<file path="config.mk">
export PLATFORM = sky130hd
export DESIGN_NAME = mcyc_ctrl
export DESIGN_NICKNAME = d
export VERILOG_FILES = /design/src/rtl/mcyc_ctrl_pkg.sv /design/src/rtl/mcyc_step_next.sv /design/src/rtl/mcyc_strobe_decode.sv /design/src/rtl/mcyc_ctrl.sv
export SDC_FILE = /design/constraint.sdc
export NUM_CORES = 1
export LEC_CHECK = 0
export ABC_AREA = 0
export CORE_MARGIN = 2
export CORE_UTILIZATION = 25
export DETAILED_ROUTE_END_ITERATION = 7
export PLACE_DENSITY_LB_ADDON = 0.1
export SLEW_MARGIN = 20
export SYNTH_ARGS = -nofsm -noshare
export SYNTH_HDL_FRONTEND = slang
export SYNTH_SLANG_ARGS = --single-unit
</file>
<file path="constraint.sdc">
create_clock -name clk -period 4.55 [get_ports clk]
set_input_delay 0.91 -clock clk [delete_from_list [all_inputs] [get_ports clk]]
set_output_delay 0.91 -clock clk [all_outputs]
set_load 0.02 [all_outputs]
</file>
<file path="src/rtl/mcyc_ctrl_pkg.sv">
package mcyc_ctrl_pkg;

  localparam int OP_W = 6;

  localparam logic [OP_W-1:0] OP_RTYPE = 6'b000000;
  localparam logic [OP_W-1:0] OP_LOAD  = 6'b100011;
  localparam logic [OP_W-1:0] OP_STORE = 6'b101011;
  localparam logic [OP_W-1:0] OP_BEQ   = 6'b000100;
  localparam logic [OP_W-1:0] OP_JUMP  = 6'b000010;

  localparam logic [1:0] ALU_ADD  = 2'b00;
  localparam logic [1:0] ALU_SUB  = 2'b01;
  localparam logic [1:0] ALU_FUNC = 2'b10;

  localparam logic [1:0] SRCB_REG  = 2'b00;
  localparam logic [1:0] SRCB_FOUR = 2'b01;
  localparam logic [1:0] SRCB_IMM  = 2'b10;
  localparam logic [1:0] SRCB_IMMS = 2'b11;

  localparam logic [1:0] PCS_ALU  = 2'b00;
  localparam logic [1:0] PCS_OUTR = 2'b01;
  localparam logic [1:0] PCS_JMP  = 2'b10;

  typedef enum logic [3:0] {
    ST_FETCH  = 4'd0,
    ST_DECODE = 4'd1,
    ST_ADDR   = 4'd2,
    ST_RDMEM  = 4'd3,
    ST_LDWB   = 4'd4,
    ST_WRMEM  = 4'd5,
    ST_REXEC  = 4'd6,
    ST_RDONE  = 4'd7,
    ST_BRANCH = 4'd8,
    ST_JUMP   = 4'd9
  } step_e;

  typedef struct packed {
    logic       pcWrite;
    logic       pcWriteCond;
    logic       iorD;
    logic       memRead;
    logic       memWrite;
    logic       irWrite;
    logic       memToReg;
    logic       regDst;
    logic       regWrite;
    logic       aluSrcA;
    logic [1:0] aluSrcB;
    logic [1:0] aluOp;
    logic [1:0] pcSource;
  } strobes_t;

endpackage

</file>
<file path="src/rtl/mcyc_step_next.sv">
module mcyc_step_next
  import mcyc_ctrl_pkg::*;
(
  input  step_e           curStep,
  input  logic [OP_W-1:0] opcode,
  output step_e           nextStep
);

  step_e afterDecode;
  step_e afterAddr;

  // dispatch on instruction class at the end of decode
  always_comb begin
    unique case (opcode)
      OP_RTYPE: afterDecode = ST_REXEC;
      OP_LOAD:  afterDecode = ST_ADDR;
      OP_STORE: afterDecode = ST_ADDR;
      OP_BEQ:   afterDecode = ST_BRANCH;
      OP_JUMP:  afterDecode = ST_JUMP;
      default:  afterDecode = ST_FETCH;
    endcase
  end

  // load reads memory; anything else leaving the address step writes it
  always_comb begin
    afterAddr = (opcode == OP_LOAD) ? ST_RDMEM : ST_WRMEM;
  end

  always_comb begin
    unique case (curStep)
      ST_FETCH:  nextStep = ST_DECODE;
      ST_DECODE: nextStep = afterDecode;
      ST_ADDR:   nextStep = afterAddr;
      ST_RDMEM:  nextStep = ST_LDWB;
      ST_REXEC:  nextStep = ST_RDONE;
      default:   nextStep = ST_FETCH;
    endcase
  end

endmodule

</file>
<file path="src/rtl/mcyc_strobe_decode.sv">
module mcyc_strobe_decode
  import mcyc_ctrl_pkg::*;
(
  input  step_e    curStep,
  output strobes_t strobes
);

  always_comb begin
    strobes = '0;
    unique case (curStep)
      ST_FETCH: begin
        strobes.pcWrite  = 1'b1;
        strobes.memRead  = 1'b1;
        strobes.irWrite  = 1'b1;
        strobes.aluSrcB  = SRCB_FOUR;
        strobes.aluOp    = ALU_ADD;
        strobes.pcSource = PCS_ALU;
      end
      ST_DECODE: begin
        strobes.aluSrcB = SRCB_IMMS;
        strobes.aluOp   = ALU_ADD;
      end
      ST_ADDR: begin
        strobes.aluSrcA = 1'b1;
        strobes.aluSrcB = SRCB_IMM;
        strobes.aluOp   = ALU_ADD;
      end
      ST_RDMEM: begin
        strobes.memRead = 1'b1;
        strobes.iorD    = 1'b1;
      end
      ST_LDWB: begin
        strobes.regWrite = 1'b1;
        strobes.memToReg = 1'b1;
      end
      ST_WRMEM: begin
        strobes.memWrite = 1'b1;
        strobes.iorD     = 1'b1;
      end
      ST_REXEC: begin
        strobes.aluSrcA = 1'b1;
        strobes.aluSrcB = SRCB_REG;
        strobes.aluOp   = ALU_FUNC;
      end
      ST_RDONE: begin
        strobes.regWrite = 1'b1;
        strobes.regDst   = 1'b1;
      end
      ST_BRANCH: begin
        strobes.aluSrcA     = 1'b1;
        strobes.aluSrcB     = SRCB_REG;
        strobes.aluOp       = ALU_SUB;
        strobes.pcWriteCond = 1'b1;
        strobes.pcSource    = PCS_OUTR;
      end
      ST_JUMP: begin
        strobes.pcWrite  = 1'b1;
        strobes.pcSource = PCS_JMP;
      end
      default: strobes = '0;
    endcase
  end

endmodule

</file>
<file path="src/rtl/mcyc_ctrl.sv">
module mcyc_ctrl
  import mcyc_ctrl_pkg::*;
(
  input  logic            clk,
  input  logic            rst,
  input  logic [OP_W-1:0] opcode,
  output logic            pcWrite,
  output logic            pcWriteCond,
  output logic            iorD,
  output logic            memRead,
  output logic            memWrite,
  output logic            irWrite,
  output logic            memToReg,
  output logic            regDst,
  output logic            regWrite,
  output logic            aluSrcA,
  output logic [1:0]      aluSrcB,
  output logic [1:0]      aluOp,
  output logic [1:0]      pcSource
);

  step_e    curStep;
  step_e    nextStep;
  strobes_t strobes;

  always_ff @(posedge clk) begin
    if (rst) curStep <= ST_FETCH;
    else     curStep <= nextStep;
  end

  mcyc_step_next u_next (
    .curStep  (curStep),
    .opcode   (opcode),
    .nextStep (nextStep)
  );

  mcyc_strobe_decode u_dec (
    .curStep (curStep),
    .strobes (strobes)
  );

  assign pcWrite     = strobes.pcWrite;
  assign pcWriteCond = strobes.pcWriteCond;
  assign iorD        = strobes.iorD;
  assign memRead     = strobes.memRead;
  assign memWrite    = strobes.memWrite;
  assign irWrite     = strobes.irWrite;
  assign memToReg    = strobes.memToReg;
  assign regDst      = strobes.regDst;
  assign regWrite    = strobes.regWrite;
  assign aluSrcA     = strobes.aluSrcA;
  assign aluSrcB     = strobes.aluSrcB;
  assign aluOp       = strobes.aluOp;
  assign pcSource    = strobes.pcSource;

  // an instruction load is always followed by the decode pattern
  p_decode_follows_fetch_r3: assert property (@(posedge clk) disable iff (rst)
    irWrite |=> (aluSrcB == SRCB_IMMS && !aluSrcA && !irWrite));

  // R-type execute is followed by a write to the rd field
  p_rtype_completes_r4: assert property (@(posedge clk) disable iff (rst)
    (aluOp == ALU_FUNC) |=> (regWrite && regDst && !memToReg));

  // a data read is followed by write-back from the memory data register
  p_load_writeback_r5: assert property (@(posedge clk) disable iff (rst)
    (memRead && iorD) |=> (regWrite && memToReg && !regDst));

  // a store returns to fetch
  p_store_returns_r6: assert property (@(posedge clk) disable iff (rst)
    memWrite |=> irWrite);

  // the conditional PC write lasts one step and returns to fetch
  p_branch_returns_r7: assert property (@(posedge clk) disable iff (rst)
    pcWriteCond |=> (irWrite && !pcWriteCond));

  // jump returns to fetch
  p_jump_returns_r8: assert property (@(posedge clk) disable iff (rst)
    (pcSource == PCS_JMP) |=> irWrite);

  // memory is never read and written in the same step
  p_mem_exclusive_r6: assert property (@(posedge clk) disable iff (rst)
    !(memRead && memWrite));

endmodule

</file>
==> load_flow_metrics.sql <==
INSERT INTO impl_metrics (metric_group, metric, value, unit) VALUES
('cts', 'cts_tree', 'yes', ''),
('final_layout', 'area_delta_synth_final', '67.1', '%'),
('setup_path', 'critical_path.max_stage_delay', '0.55', 'ns'),
('power', 'switching_pwr', '0.0312', 'mW'),
('cts', 'cts_buffer_depth', '2', ''),
('setup_path', 'crit_path_capture_type', 'primary output', ''),
('setup_path', 'worst_r2r_path_depth', '4', ''),
('yosys', 'synth_top_cells_by_count', '9 x sky130_fd_sc_hd__nor2_1, 6 x sky130_fd_sc_hd__nor3_1, 5 x sky130_fd_sc_hd__nand2_1', ''),
('sta', 'finalClockSkew', '0.000168', 'ns'),
('power', 'seq_power_share', '34.2', '%'),
('final_layout', 'fin_cells', '89', ''),
('cts', 'cts_inserted_buffers', '3', ''),
('yosys', 'synth_top_area_cell', 'sky130_fd_sc_hd__dfxtp_1', ''),
('sta', 'worst_slack', '1.71', 'ns'),
('final_layout', 'registers.top_by_ff_count', 'curStep', ''),
('power', 'max-vdd-ir-drop', '0.102', 'mV'),
('setup_path', 'critPathMaxFanout', '12', ''),
('setup_path', 'timing_worst_setup_path_type', 'reg2out', ''),
('place', 'dp_hpwl', '758', 'um'),
('power', 'power.combinational.fraction', '25.6', '%'),
('yosys', 'synth_top_area_cells', 'sky130_fd_sc_hd__dfxtp_1 22%, sky130_fd_sc_hd__nor2_1 9.2%, sky130_fd_sc_hd__nor3_1 8.2%', ''),
('place', 'port-buffer-count', '23', ''),
('yosys', 'most_common_cell_in_the_netlist', 'sky130_fd_sc_hd__nor2_1', ''),
('detailed_routing', 'drt-total-wl', '997', 'um'),
('floorplan', 'die_width', '42.2', 'um'),
('setup_path', 'cp_top_family', 'simple AND/OR/NAND/NOR gates', ''),
('grt', 'grt_residual_overflow', '0', ''),
('yosys', 'flip_flop_and_latch_count_after_synthesis', '4', ''),
('cts', 'clockRootBuffer', 'sky130_fd_sc_hd__clkbuf_4', ''),
('sta', 'layout_worst_path_cycle_share', '62.4', '%'),
('place', 'routabilityCongestion', '0.747', ''),
('power', 'cellInternalPower', '0.0815', 'mW'),
('cts', 'clock_sinks', '4', ''),
('place', 'preCtsSetupSlack', '1.96', 'ns'),
('yosys', 'postSynthNetCount', '60', ''),
('sta', 'max-slew-margin-rel', '73.2', '%'),
('grt', 'grt_use_met1', '16.8', '%'),
('setup_path', 'critical_path.cell_chain', 'nand2b_1, nor2_1, or2_2, clkdlybuf4s50_1', ''),
('setup_path', 'worst-endpoint-required', '3.64', 'ns'),
('power', 'power_switching_share', '27.7', '%'),
('yosys', 'synth_flop_cell', 'sky130_fd_sc_hd__dfxtp_1', ''),
('cts', 'cts-resized-gates', '0', ''),
('detailed_routing', 'post-route-drc-count', '0', ''),
('cts', 'h-tree-depth', '1', ''),
('setup_path', 'worst-path-stages', '4', ''),
('floorplan', 'rows', '13', ''),
('final_layout', 'largest_reg_flops', '4', ''),
('floorplan', 'top_level_ports', '24', ''),
('grt', 'grt.met3_usage', '5.17', '%'),
('floorplan', 'floorplan.initialDensity', '27.4', '%'),
('yosys', 'synth.top_cell.area_share', '21.9', '%'),
('yosys', 'synth.yosys.seq_area_share', '21.9', '%'),
('status', 'outcome', 'finished clean', ''),
('grt', 'grt.busiest_layer', 'met2', ''),
('grt', 'grt_first_pass_wirelength', '1.71', 'mm'),
('sta', 'finalSetupViolations', '0', ''),
('sta', 'max_freq', '0.352', 'GHz'),
('detailed_routing', 'dr_total_vias', '442', ''),
('yosys', 'postSynthCellCount', '52', ''),
('sta', 'rsz0062_at_grt', 'no', ''),
('final_layout', 'finish.net_count', '84', ''),
('cts', 'clk_latency', '0.24', 'ns'),
('power', 'pwr-share-clk', '40.2', '%'),
('yosys', 'netlist_area', '365', 'um2'),
('final_layout', 'finalCoreUtilization', '45.8', '%'),
('job', 'max_cap_violations', '0', ''),
('detailed_routing', 'drt_iter0_markers', '5', ''),
('setup_path', 'crit_path_top_delay_cell', 'sky130_fd_sc_hd__dfxtp_1', ''),
('setup_path', 'timing.critical_path.arrival', '1.93', 'ns'),
('detailed_routing', 'route.antenna.remaining_nets', '0', ''),
('floorplan', 'die_y', '42.2', 'um');
## power by group through the flow
stage | clock network [mW] | registers, mW | logic [mW]
floorplan | 0 | 0.0372 | 0.0150
CTS | 0.0465 | 0.0385 | 0.0290
detailed placement | 0 | 0.0392 | 0.0289
global placement | 0 | 0.0391 | 0.0287
global route | 0.0499 | 0.0389 | 0.0313
finish | 0.0454 | 0.0385 | 0.0288
## routing by layer
metal | vias to the layer above | wire length [um]
met5 | - | 0
met4 | 0 | 16
met3 | 3 | 68
met2 | 17 | 429
met1 | 195 | 483
li1 | 227 | -
## through the flow
step                      instance area (um2)  hold WS, ns
after floorplan                           365        0.495
after global placement                    588        0.566
after detailed placement                  588        0.565
after CTS                                 611        0.566
after global routing                      611        0.616
final                                     611        0.581
## cell families after synthesis
family | count (synthesis) | share of synthesized area, %
multiplexers | 1 | 3.08
AND/OR/NAND/NOR | 35 | 52.1
XOR/XNOR | 2 | 4.80
buffers and inverters | 4 | 7.19
flip-flops | 4 | 21.9
AO/OA/AOI/OAI | 6 | 11.0
## placed cells by master, fill, tap and decap left out
cell and n:
sky130_fd_sc_hd__nand4_1 1, sky130_fd_sc_hd__nor2b_1 1, sky130_fd_sc_hd__or2_2 1, sky130_fd_sc_hd__dfxtp_1 4, sky130_fd_sc_hd__nand2_1 5, sky130_fd_sc_hd__nor3b_1 1, sky130_fd_sc_hd__a211oi_1 1, sky130_fd_sc_hd__nor4b_1 2
sky130_fd_sc_hd__nand2b_1 4, sky130_fd_sc_hd__mux2_2 1, sky130_fd_sc_hd__nor4_1 1, sky130_fd_sc_hd__xnor2_1 2, sky130_fd_sc_hd__nor2_1 9, sky130_fd_sc_hd__or3_4 1, sky130_fd_sc_hd__a2111oi_0 1, sky130_fd_sc_hd__nand4b_1 1
sky130_fd_sc_hd__nor3_1 6, sky130_fd_sc_hd__clkbuf_4 3, sky130_fd_sc_hd__o21ai_2 1, sky130_fd_sc_hd__o21ai_0 1, sky130_fd_sc_hd__a21oi_1 2, sky130_fd_sc_hd__clkdlybuf4s50_1 23, sky130_fd_sc_hd__or2_1 1, sky130_fd_sc_hd__or3_1 1
## final timing paths
check	startpoint	slack, ns	endpoint
hold / removal	curStep[3]	0.58	curStep[0]
hold reg to reg	curStep[3]	0.58	curStep[0]
setup / recovery	curStep[1]	1.71	pcWrite
setup reg to reg	curStep[0]	2.95	curStep[2]
## worst register-to-register path, delay by kind of cell, from the launching register on
kind / cells / cell delay [ns]
compound gates: 1 / 0.06
flops: 1 / 0.52
simple gates: 3 / 0.95
## layout make-up
class                           instances  area [um2]
Multi-Input combinational cell         44         259
Tap cell                               15        18.8
Fill cell                             143         723
Sequential cell                         4        80.1
Clock buffer                            3        22.5
Timing Repair Buffer                   23         230
Power figures use the tool's default switching activity.
